$ cat config.mk
export PLATFORM = sky130hd
export DESIGN_NAME = ts_capture_readout
export DESIGN_NICKNAME = d
export VERILOG_FILES = /design/src/rtl/ts_readout_pkg.sv /design/src/rtl/ts_rec_fifo.sv /design/src/rtl/ts_chan.sv /design/src/rtl/ts_addr_dec.sv /design/src/rtl/ts_capture_readout.sv
export SDC_FILE = /design/constraint.sdc
export NUM_CORES = 2
export LEC_CHECK = 0
export BUFFER_PORTS_ARGS = -buffer_cell sky130_fd_sc_hd__buf_2
export CAP_MARGIN = 20
export CORE_ASPECT_RATIO = 2
export CORE_UTILIZATION = 65
export DETAILED_ROUTE_END_ITERATION = 8
export GPL_ROUTABILITY_DRIVEN = 0
export GPL_TIMING_DRIVEN = 0
export PLACE_DENSITY = 0.85
export SKIP_LAST_GASP = 1
export SLEW_MARGIN = 10
export SYNTH_ARGS = -nofsm -noshare
export SYNTH_HDL_FRONTEND = slang
export SYNTH_MEMORY_MAX_BITS = 65536
export SYNTH_SLANG_ARGS = --single-unit
$ cat constraint.sdc
create_clock -name clk_i -period 16.4 [get_ports clk_i]
set_clock_uncertainty 0.1 [all_clocks]
set_input_delay 0 -clock clk_i [delete_from_list [all_inputs] [get_ports clk_i]]
set_output_delay 0 -clock clk_i [all_outputs]
set_load 0.01 [all_outputs]
$ cat src/rtl/ts_readout_pkg.sv
package ts_readout_pkg;
    localparam int WORD_W    = 16;
    localparam int REC_WORDS = 12;
    localparam int REC_W     = WORD_W * REC_WORDS;
    localparam int POS_W     = 5;
    localparam int DROP_W    = 4;
    localparam int OFF_W     = 5;

    // offsets inside a port block
    localparam logic [OFF_W-1:0] OFF_TX_STAT = 5'h00;
    localparam logic [OFF_W-1:0] OFF_RX_STAT = 5'h04;
    localparam logic [OFF_W-1:0] OFF_TX_DATA = 5'h08;
    localparam logic [OFF_W-1:0] OFF_RX_DATA = 5'h0C;
    // offsets inside the global block
    localparam logic [OFF_W-1:0] OFF_G_ISTAT = 5'h00;
    localparam logic [OFF_W-1:0] OFF_G_MASK  = 5'h04;
    localparam logic [OFF_W-1:0] OFF_G_BUF   = 5'h08;

    typedef struct packed {
        logic              en;
        logic [POS_W-1:0]  pos;
        logic [DROP_W-1:0] drops;
    } chan_state_t;
endpackage

$ cat src/rtl/ts_rec_fifo.sv
module ts_rec_fifo #(
    parameter int DEPTH = 4,
    parameter int DW    = 192
) (
    input  logic          clk_i,
    input  logic          rst_ni,
    input  logic          push_i,
    input  logic [DW-1:0] push_data_i,
    input  logic          pop_i,
    output logic [DW-1:0] head_o,
    output logic          empty_o,
    output logic          full_o
);
    localparam int PTR_W = (DEPTH > 1) ? $clog2(DEPTH) : 1;
    localparam int CNT_W = $clog2(DEPTH + 1);

    typedef struct packed {
        logic [PTR_W-1:0] wr;
        logic [PTR_W-1:0] rd;
        logic [CNT_W-1:0] cnt;
    } fifo_ptr_t;

    fifo_ptr_t ptr_d, ptr_q;
    logic [DW-1:0] store_q [DEPTH];

    function automatic logic [PTR_W-1:0] next_ptr(input logic [PTR_W-1:0] p);
        if (p == PTR_W'(DEPTH - 1)) return '0;
        return p + PTR_W'(1);
    endfunction

    always_comb begin
        ptr_d = ptr_q;
        if (push_i) ptr_d.wr = next_ptr(ptr_q.wr);
        if (pop_i)  ptr_d.rd = next_ptr(ptr_q.rd);
        ptr_d.cnt = ptr_q.cnt + CNT_W'(push_i) - CNT_W'(pop_i);
    end

    always_ff @(posedge clk_i or negedge rst_ni) begin
        if (!rst_ni) ptr_q <= '0;
        else         ptr_q <= ptr_d;
    end

    always_ff @(posedge clk_i) begin
        if (push_i) store_q[ptr_q.wr] <= push_data_i;
    end

    assign head_o  = store_q[ptr_q.rd];
    assign empty_o = (ptr_q.cnt == '0);
    assign full_o  = (ptr_q.cnt == CNT_W'(DEPTH));
endmodule

$ cat src/rtl/ts_chan.sv
module ts_chan
    import ts_readout_pkg::*;
#(
    parameter int DEPTH = 4
) (
    input  logic              clk_i,
    input  logic              rst_ni,
    input  logic              cap_valid_i,
    input  logic [REC_W-1:0]  cap_rec_i,
    input  logic              stat_rd_i,
    input  logic              stat_wr_i,
    input  logic              en_wdata_i,
    input  logic              data_rd_i,
    output logic [WORD_W-1:0] stat_o,
    output logic [WORD_W-1:0] data_o,
    output logic              not_empty_o
);
    localparam logic [POS_W-1:0]  LAST_POS = POS_W'(REC_WORDS - 1);
    localparam logic [DROP_W-1:0] DROP_MAX = '1;

    chan_state_t st_d, st_q;
    logic push, pop, drop, empty, full;
    logic [REC_W-1:0] head, shifted;

    ts_rec_fifo #(.DEPTH(DEPTH), .DW(REC_W)) u_fifo (
        .clk_i      (clk_i),
        .rst_ni     (rst_ni),
        .push_i     (push),
        .push_data_i(cap_rec_i),
        .pop_i      (pop),
        .head_o     (head),
        .empty_o    (empty),
        .full_o     (full)
    );

    always_comb begin
        st_d = st_q;
        push = cap_valid_i && st_q.en && !full;
        drop = cap_valid_i && st_q.en && full;
        pop  = 1'b0;
        if (stat_wr_i) st_d.en = en_wdata_i;
        if (stat_rd_i) st_d.drops = '0;
        if (drop && st_d.drops != DROP_MAX) st_d.drops = st_d.drops + 1'b1;
        if (data_rd_i && !empty) begin
            if (st_q.pos == LAST_POS) begin
                st_d.pos = '0;
                pop      = 1'b1;
            end else begin
                st_d.pos = st_q.pos + 1'b1;
            end
        end
    end

    always_ff @(posedge clk_i or negedge rst_ni) begin
        if (!rst_ni) st_q <= '0;
        else         st_q <= st_d;
    end

    // word k of the record sits at the top, shifted down by its index
    always_comb begin
        shifted = head >> ((REC_WORDS - 1 - int'(st_q.pos)) * WORD_W);
        data_o  = empty ? '0 : shifted[WORD_W-1:0];
    end

    assign stat_o      = {st_q.en, 2'b00, st_q.pos, st_q.drops, 4'b0000};
    assign not_empty_o = !empty;
endmodule

$ cat src/rtl/ts_addr_dec.sv
module ts_addr_dec
    import ts_readout_pkg::*;
#(
    parameter int NUM_PORTS = 3,
    parameter int ADDR_W    = 8
) (
    input  logic                   rd_en_i,
    input  logic                   wr_en_i,
    input  logic [ADDR_W-1:0]      addr_i,
    output logic [2*NUM_PORTS-1:0] stat_rd_o,
    output logic [2*NUM_PORTS-1:0] stat_wr_o,
    output logic [2*NUM_PORTS-1:0] data_rd_o,
    output logic                   istat_rd_o,
    output logic                   mask_rd_o,
    output logic                   mask_wr_o,
    output logic                   buf_rd_o
);
    localparam int BLK_W = ADDR_W - OFF_W;

    logic [BLK_W-1:0] blk;
    logic [OFF_W-1:0] off;
    logic             glb;

    assign blk = addr_i[ADDR_W-1:OFF_W];
    assign off = addr_i[OFF_W-1:0];
    assign glb = (blk == '0);

    assign istat_rd_o = rd_en_i && glb && (off == OFF_G_ISTAT);
    assign mask_rd_o  = rd_en_i && glb && (off == OFF_G_MASK);
    assign mask_wr_o  = wr_en_i && glb && (off == OFF_G_MASK);
    assign buf_rd_o   = rd_en_i && glb && (off == OFF_G_BUF);

    for (genvar p = 0; p < NUM_PORTS; p++) begin : g_port
        logic hit;
        assign hit = (blk == BLK_W'(p + 1));
        assign stat_rd_o[p]           = rd_en_i && hit && (off == OFF_TX_STAT);
        assign stat_rd_o[NUM_PORTS+p] = rd_en_i && hit && (off == OFF_RX_STAT);
        assign stat_wr_o[p]           = wr_en_i && hit && (off == OFF_TX_STAT);
        assign stat_wr_o[NUM_PORTS+p] = wr_en_i && hit && (off == OFF_RX_STAT);
        assign data_rd_o[p]           = rd_en_i && hit && (off == OFF_TX_DATA);
        assign data_rd_o[NUM_PORTS+p] = rd_en_i && hit && (off == OFF_RX_DATA);
    end
endmodule

$ cat src/rtl/ts_capture_readout.sv
module ts_capture_readout
    import ts_readout_pkg::*;
#(
    parameter int NUM_PORTS  = 3,
    parameter int FIFO_DEPTH = 4,
    parameter int ADDR_W     = 8
) (
    input  logic                         clk_i,
    input  logic                         rst_ni,
    input  logic [NUM_PORTS-1:0]         tx_cap_valid_i,
    input  logic [NUM_PORTS*REC_W-1:0]   tx_cap_rec_i,
    input  logic [NUM_PORTS-1:0]         rx_cap_valid_i,
    input  logic [NUM_PORTS*REC_W-1:0]   rx_cap_rec_i,
    input  logic                         rd_en_i,
    input  logic                         wr_en_i,
    input  logic [ADDR_W-1:0]            addr_i,
    input  logic [WORD_W-1:0]            wdata_i,
    output logic [WORD_W-1:0]            rdata_o,
    output logic                         irq_o
);
    localparam int NCH = 2 * NUM_PORTS;

    typedef struct packed {
        logic [NCH-1:0]    mask;
        logic [WORD_W-1:0] rdata;
    } top_state_t;

    top_state_t top_d, top_q;

    logic [NCH-1:0]       cap_valid;
    logic [NCH*REC_W-1:0] cap_rec;
    logic [NCH-1:0]       stat_rd, stat_wr, data_rd, nonempty;
    logic                 istat_rd, mask_rd, mask_wr, buf_rd;
    logic [WORD_W-1:0]    stat_word [NCH];
    logic [WORD_W-1:0]    data_word [NCH];
    logic [NCH-1:0]       mask_q;

    assign cap_valid = {rx_cap_valid_i, tx_cap_valid_i};
    assign cap_rec   = {rx_cap_rec_i, tx_cap_rec_i};

    ts_addr_dec #(.NUM_PORTS(NUM_PORTS), .ADDR_W(ADDR_W)) u_dec (
        .rd_en_i   (rd_en_i),
        .wr_en_i   (wr_en_i),
        .addr_i    (addr_i),
        .stat_rd_o (stat_rd),
        .stat_wr_o (stat_wr),
        .data_rd_o (data_rd),
        .istat_rd_o(istat_rd),
        .mask_rd_o (mask_rd),
        .mask_wr_o (mask_wr),
        .buf_rd_o  (buf_rd)
    );

    for (genvar c = 0; c < NCH; c++) begin : g_chan
        ts_chan #(.DEPTH(FIFO_DEPTH)) u_chan (
            .clk_i      (clk_i),
            .rst_ni     (rst_ni),
            .cap_valid_i(cap_valid[c]),
            .cap_rec_i  (cap_rec[c*REC_W +: REC_W]),
            .stat_rd_i  (stat_rd[c]),
            .stat_wr_i  (stat_wr[c]),
            .en_wdata_i (wdata_i[WORD_W-1]),
            .data_rd_i  (data_rd[c]),
            .stat_o     (stat_word[c]),
            .data_o     (data_word[c]),
            .not_empty_o(nonempty[c])
        );
    end

    always_comb begin
        logic [WORD_W-1:0] acc;
        top_d = top_q;
        acc   = '0;
        if (mask_wr) top_d.mask = wdata_i[NCH-1:0];
        for (int c = 0; c < NCH; c++) begin
            if (stat_rd[c]) acc = acc | stat_word[c];
            if (data_rd[c]) acc = acc | data_word[c];
        end
        if (istat_rd || buf_rd) acc = acc | WORD_W'(nonempty);
        if (mask_rd)            acc = acc | WORD_W'(top_q.mask);
        top_d.rdata = acc;
    end

    always_ff @(posedge clk_i or negedge rst_ni) begin
        if (!rst_ni) top_q <= '0;
        else         top_q <= top_d;
    end

    assign mask_q  = top_q.mask;
    assign rdata_o = top_q.rdata;
    assign irq_o   = |(nonempty & top_q.mask);
endmodule

==> run summary, run 1 <==
CTS
* 4 — Clock Tree Buf Depth
* 0 — CTS-repair resized insts
* 2,349 — hold-fix buffers at CTS
* 0 — # Post-CTS Setup Buffers
* 4,732 — total number of clock tree sinks
* clkbuf_16 — root buffer selected by CTS
* 5 — number of H-tree levels
* 382 — number of buffers inserted during clock tree synthesis

Placed design
* 441,000 µm — placed wire-length estimate after detailed placement
* 1,193 — buffers added on ports
* 196,000 µm² — cell area after placement

Die
* 274 — row cnt
* 0.655 — Initial Utilization
* 751 µm — height of the die
* 1,203 — Top Ports
* 377 µm — die width

Logic synthesis
* 75 — number of unique standard cell types used by synthesis
* 4,732 — number of flip-flops and latches in the synthesized netlist
* 21.9 µm² — Post-Syn Area per Cell
* 0.775 — sequential-to-total area share from yosys stat
* 8,344 — number of cells produced by synthesis
* 182,000 µm² — combined area of all synthesized cells
* 0 — count of synthesis-stage warnings from yosys
* edfxtp_1 — most instantiated flip-flop cell in the synthesis netlist
* 0.0262 — Async SR Flop Fraction
* 4,608 — number of synthesized flops with an enable pin
* 9,608 — net count of the mapped netlist

Run status
* [ERROR GRT-0232] Routing congestion too high. Check the congestion heatmap in the GUI. — tool error
* aborted with a tool error — run status
* global routing — Failed at

Global routing
* 96 — maximum number of pins on one net before global-route repair
* 54 — residual overflow from global routing
* 0.758 — GRT Util Overall
* 537 — antenna violations before repair

kinds of logic after synthesis:
kind of cell / synth area share
muxes: 0.157
adders and majority gates: 0.00559
and+or+nand+nor: 0.0185
buffers and inverters: 0.0116
DFF: 0.775
xor gates and xnor gates: 0.00154
AOI/OAI and AO/OA: 0.0307
Yosys cell counts (14+ instances only):
cell type | number | area [µm²]
and2_1 | 33 | 206
nand2b_1 | 14 | 87.6
mux4_2 | 1057 | 23800
nand3_1 | 79 | 395
a31oi_1 | 20 | 125
nor2b_1 | 66 | 413
xor2_1 | 19 | 166
mux2i_1 | 398 | 3980
ha_1 | 72 | 901
nor3_1 | 40 | 200
a311oi_1 | 15 | 131
buf_4 | 17 | 128
and3_1 | 22 | 138
o21ai_0 | 105 | 526
nand2_1 | 225 | 845
a211oi_1 | 78 | 586
a22o_1 | 20 | 175
dfrtp_1 | 124 | 3100
a21oi_1 | 156 | 781
a2111oi_0 | 18 | 158
buf_2 | 140 | 701
o22ai_1 | 34 | 213
o221ai_1 | 48 | 420
clkbuf_1 | 194 | 728
mux2_2 | 70 | 788
nor2_1 | 102 | 383
a22oi_1 | 140 | 1050
inv_1 | 62 | 233
nand4_1 | 28 | 175
buf_1 | 80 | 300
or3_1 | 18 | 113
a221oi_1 | 65 | 569
o211ai_1 | 18 | 135
edfxtp_1 | 4608 | 138000
routing by layer:
metal,GRT usage,overflow
met4,0.797,39
met3,0.628,2
met2,0.930,13
met5,0.404,0
met1,0.701,0
through the flow:
stage	hold WS, ns	worst slack (ns)	cells	utilization
after CTS	0.00533	10.27	16400	0.834
after detailed placement	-0.186	10.36	13400	0.704
after global placement	0.107	7.20	13300	0.693
after floorplan	-0.396	10.50	8344	-
==> run 2, diff against run 1 <==
--- a/config.mk
+++ b/config.mk
@@ -7,12 +7,11 @@
 export LEC_CHECK = 0
 export BUFFER_PORTS_ARGS = -buffer_cell sky130_fd_sc_hd__buf_2
 export CAP_MARGIN = 20
-export CORE_ASPECT_RATIO = 2
-export CORE_UTILIZATION = 65
+export CORE_UTILIZATION = 40
 export DETAILED_ROUTE_END_ITERATION = 8
 export GPL_ROUTABILITY_DRIVEN = 0
 export GPL_TIMING_DRIVEN = 0
-export PLACE_DENSITY = 0.85
+export PLACE_DENSITY_LB_ADDON = 0.15
 export SKIP_LAST_GASP = 1
 export SLEW_MARGIN = 10
 export SYNTH_ARGS = -nofsm -noshare
==> run summary, run 2 <==
Run status
* complete, no violations — run status

Logic synthesis
* edfxtp_1 — most instantiated flip-flop cell in the synthesis netlist
* 8,344 — number of cells produced by synthesis
* 182,000 µm² — combined area of all synthesized cells
* 0.0262 — Async SR Flop Fraction
* 0.775 — sequential-to-total area share from yosys stat
* 4,732 — number of flip-flops and latches in the synthesized netlist
* edfxtp_1 — dominant cell by count in the synthesized netlist
* 4,608 — number of synthesized flops with an enable pin
* edfxtp_1, mux4_2, mux2i_1 — most numerous cell types in the synthesized netlist
* 0.758 — Synth top area share
* 21.9 µm² — Post-Syn Area per Cell
* edfxtp_1, mux4_2, mux2i_1 — cell types with the largest area share after synthesis
* 75 — number of unique standard cell types used by synthesis
* 0 — count of synthesis-stage warnings from yosys
* 9,608 — net count of the mapped netlist
* edfxtp_1 — dominant cell type by area after synthesis

Global routing
* 860,000 µm — global-route wire length before repair
* 442 — antenna violations before repair
* 0 — residual overflow from global routing
* 109,000 — number of global-route vias before repair
* 0.269 — GRT Util Overall
* 69 — maximum number of pins on one net before global-route repair

STA
* 0.373 — final worst path period share
* 0 — count of final setup violators
* 0.0579 — slew margin rel.
* 0 — Slew Limit Fails
* false — setup repair after global routing missed its margin
* 0 — Hold Fails Final Rpt
* 1.41 ns — transition time of the tightest slew-check pin
* 0 ns — Setup TNS Final
* 6.11 ns — shortest clock period the worst path allows after layout
* 0.164 GHz — highest clock rate

Die
* 1,203 — Top Ports
* 677 µm — die width
* 459,000 µm² — die area
* 677 µm — height of the die
* 0.403 — Initial Utilization
* 453,000 µm² — Core ar.
* 247 — row cnt

Setup path
* flip-flop — CP Capture Type
* clkbuf_1 — Max stage delay cell, worst path
* buf_1 -> clkinv_1 -> ha_1 -> clkbuf_1 -> clkbuf_1 -> a21oi_1 -> o2111ai_1 -> a211oi_2 -> buf_4 -> nand4_1 — chain of cells forming the critical path
* reg2reg — category of the most critical setup path
* 0.89 ns — slowest cell delay on critical path
* flip-flop — Critical Path Source Type
* 6.98 ns — critical path data arrival time
* 10 — critical path fanouts, max
* 5 — number of buffer and inverter stages on the critical path
* 17.27 ns — Required @ worst endpoint
* buffers and inverters — kind of cell adding the most delay to the critical path
* clkbuf_1 — most used cell, CP

Final layout
* edfxtp_1, dlygate4sd3_1, buf_2 — commonest cells after routing, fill and taps aside
* g_chan.u_chan.u_fifo.store_q — register with the most flip-flops
* 13,900 — Post-layout nets
* 31.9% — relative area change from synthesis to final layout
* 0.266 — fraction of final layout cells sized beyond drive strength 1
* edfxtp_1 — most common library cell in the layout ignoring fill and taps
* 4,608 — flip-flop count of the largest register, all copies and words added
* 241,000 µm² — finished layout cell area
* 36,100 — FILL cells

Pwr
* 0.105 mV — IR drop worst, VDD
* 79.1 nW — Leak
* 26.3 mW — Power, Total
* 109 nW/µm² — total power per unit cell area

Drt
* 0 — Post-route DRC
* 5.56 — Via-to-Cell Ratio
* 630,000 µm — routed wire length
* 6 — first-pass iteration count of the detailed router
* 11,600 — DRC violation total after the first TritonRoute iteration
* 0 — Routed Antenna Nets
* 107,000 — routed vias
* 32.7 µm — drt wl/cell

Flow run
* 0 — max-cap check violation count

Placed design
* 451,000 µm — placed wire-length estimate after detailed placement
* 1,193 — buffers added on ports
* 200,000 µm² — cell area after placement

CTS
* 6 — number of H-tree levels
* 1.05 ns — Clk Latency, worst-skew pair
* 0.06 ns — clock-pin slew on the worst setup and hold paths
* 0 — CTS-repair resized insts
* built — clock tree from TritonCTS
* 4,732 — total number of clock tree sinks
* clkbuf_16 — root buffer selected by CTS
* 4 — Clock Tree Buf Depth
* 523 — number of buffers inserted during clock tree synthesis

Worst hold path
* in2async — Hold WC Path Type

run 2: cell counts after synthesis:
No cell type changed its count.
run 2: path summary, 6_finish.rpt:
check	cells after the start	slack, ns	from	end
worst max-delay path	10	10.29	g_chan[0].u_chan.stat_o[10]$_DFFE_PN0P_	rdata_o[3]$_DFF_PN0_
worst max register to register	10	10.29	g_chan[0].u_chan.stat_o[10]$_DFFE_PN0P_	rdata_o[3]$_DFF_PN0_
min in group clk_i	3	0.16	rx_cap_rec_i[56]	g_chan[3].u_chan.u_fifo.store_q[0][56]$_DFFE_PP_
worst min-delay path	3	0.12	rst_ni	g_chan[1].u_chan.stat_o[9]$_DFFE_PN0P_
max in group asynchronous	5	14.71	rst_ni	g_chan[0].u_chan.stat_o[8]$_DFFE_PN0P_
worst min register to register	1	0.42	g_chan[1].u_chan.u_fifo.ptr_q[2]$_DFF_PN0_	g_chan[1].u_chan.u_fifo.ptr_q[2]$_DFF_PN0_
run 2: kinds of logic after synthesis:
family,count (synthesis),synth area share
flops,4732,0.775
compound gates,799,0.0307
buf+inv,498,0.0116
simple gates,678,0.0185
fa+ha+maj,78,0.00559
mux,1527,0.157
xor+xnor,32,0.00154
run 2: layout make-up:
cell class | instances | area (µm²) | share of cell area
Clock inverter | 248 | 2360 | 0.00979
Sequential cell | 4732 | 141000 | 0.588
Clock buffer | 671 | 14000 | 0.0583
Inverter | 66 | 248 | 0.00103
Buffer | 432 | 1890 | 0.00785
Tap cell | 5976 | 7480 | 0.0311
Timing Repair Buffer | 3757 | 33400 | 0.139
Multi-Input combinational cell | 3114 | 39200 | 0.163
Antenna cell | 288 | 721 | 0.00299
run 2: worst reg2reg max path: cells and delay by family (launching register included):
family,cells,cell delay (ns)
buffers and inverters,5,3.21
AO/OA/AOI/OAI,3,1.42
adder cells (fa/ha/maj),1,0.75
flip-flops,1,0.49
AND/OR/NAND/NOR,1,0.10
run 2: report_power, final:
part	internal, mW	leakage (nW)	switching [mW]
logic	0.663	28.0	0.752
clock network	6.55	8.00	4.85
registers	13.4	43.1	0.0719
run 2: metrics by stage:
step / std cells / hold slack [ns] / setup WS, ns / util
2_1_floorplan: 8344 / -0.396 / 10.50 / -
3_3_place_gp: 15500 / 0.108 / 5.95 / 0.432
3_5_place_dp: 15700 / -0.264 / 10.33 / 0.441
4_1_cts: 19000 / 0.0148 / 10.31 / 0.529
5_1_grt: 19200 / 0.0733 / 10.30 / 0.530
6_report: 19300 / 0.122 / 10.29 / 0.531
run 2: per-layer routing:
metal | GRT usage | vias to the layer above | routed length [µm]
met1 | 0.337 | 56400 | 241000
met4 | 0.119 | 158 | 30900
met5 | 0 | - | 977
met3 | 0.0551 | 1331 | 47000
li1 | - | 44500 | -
met2 | 0.451 | 4815 | 310000
run 2: repair_timing:
| action | CTS | global route |
|---|---|---|
| setup buffers | 0 | 0 |
| hold buffers | 2370 | 0 |
| hold endpoints to repair | 6937 | 0 |
(Power assumes the default switching activity.)
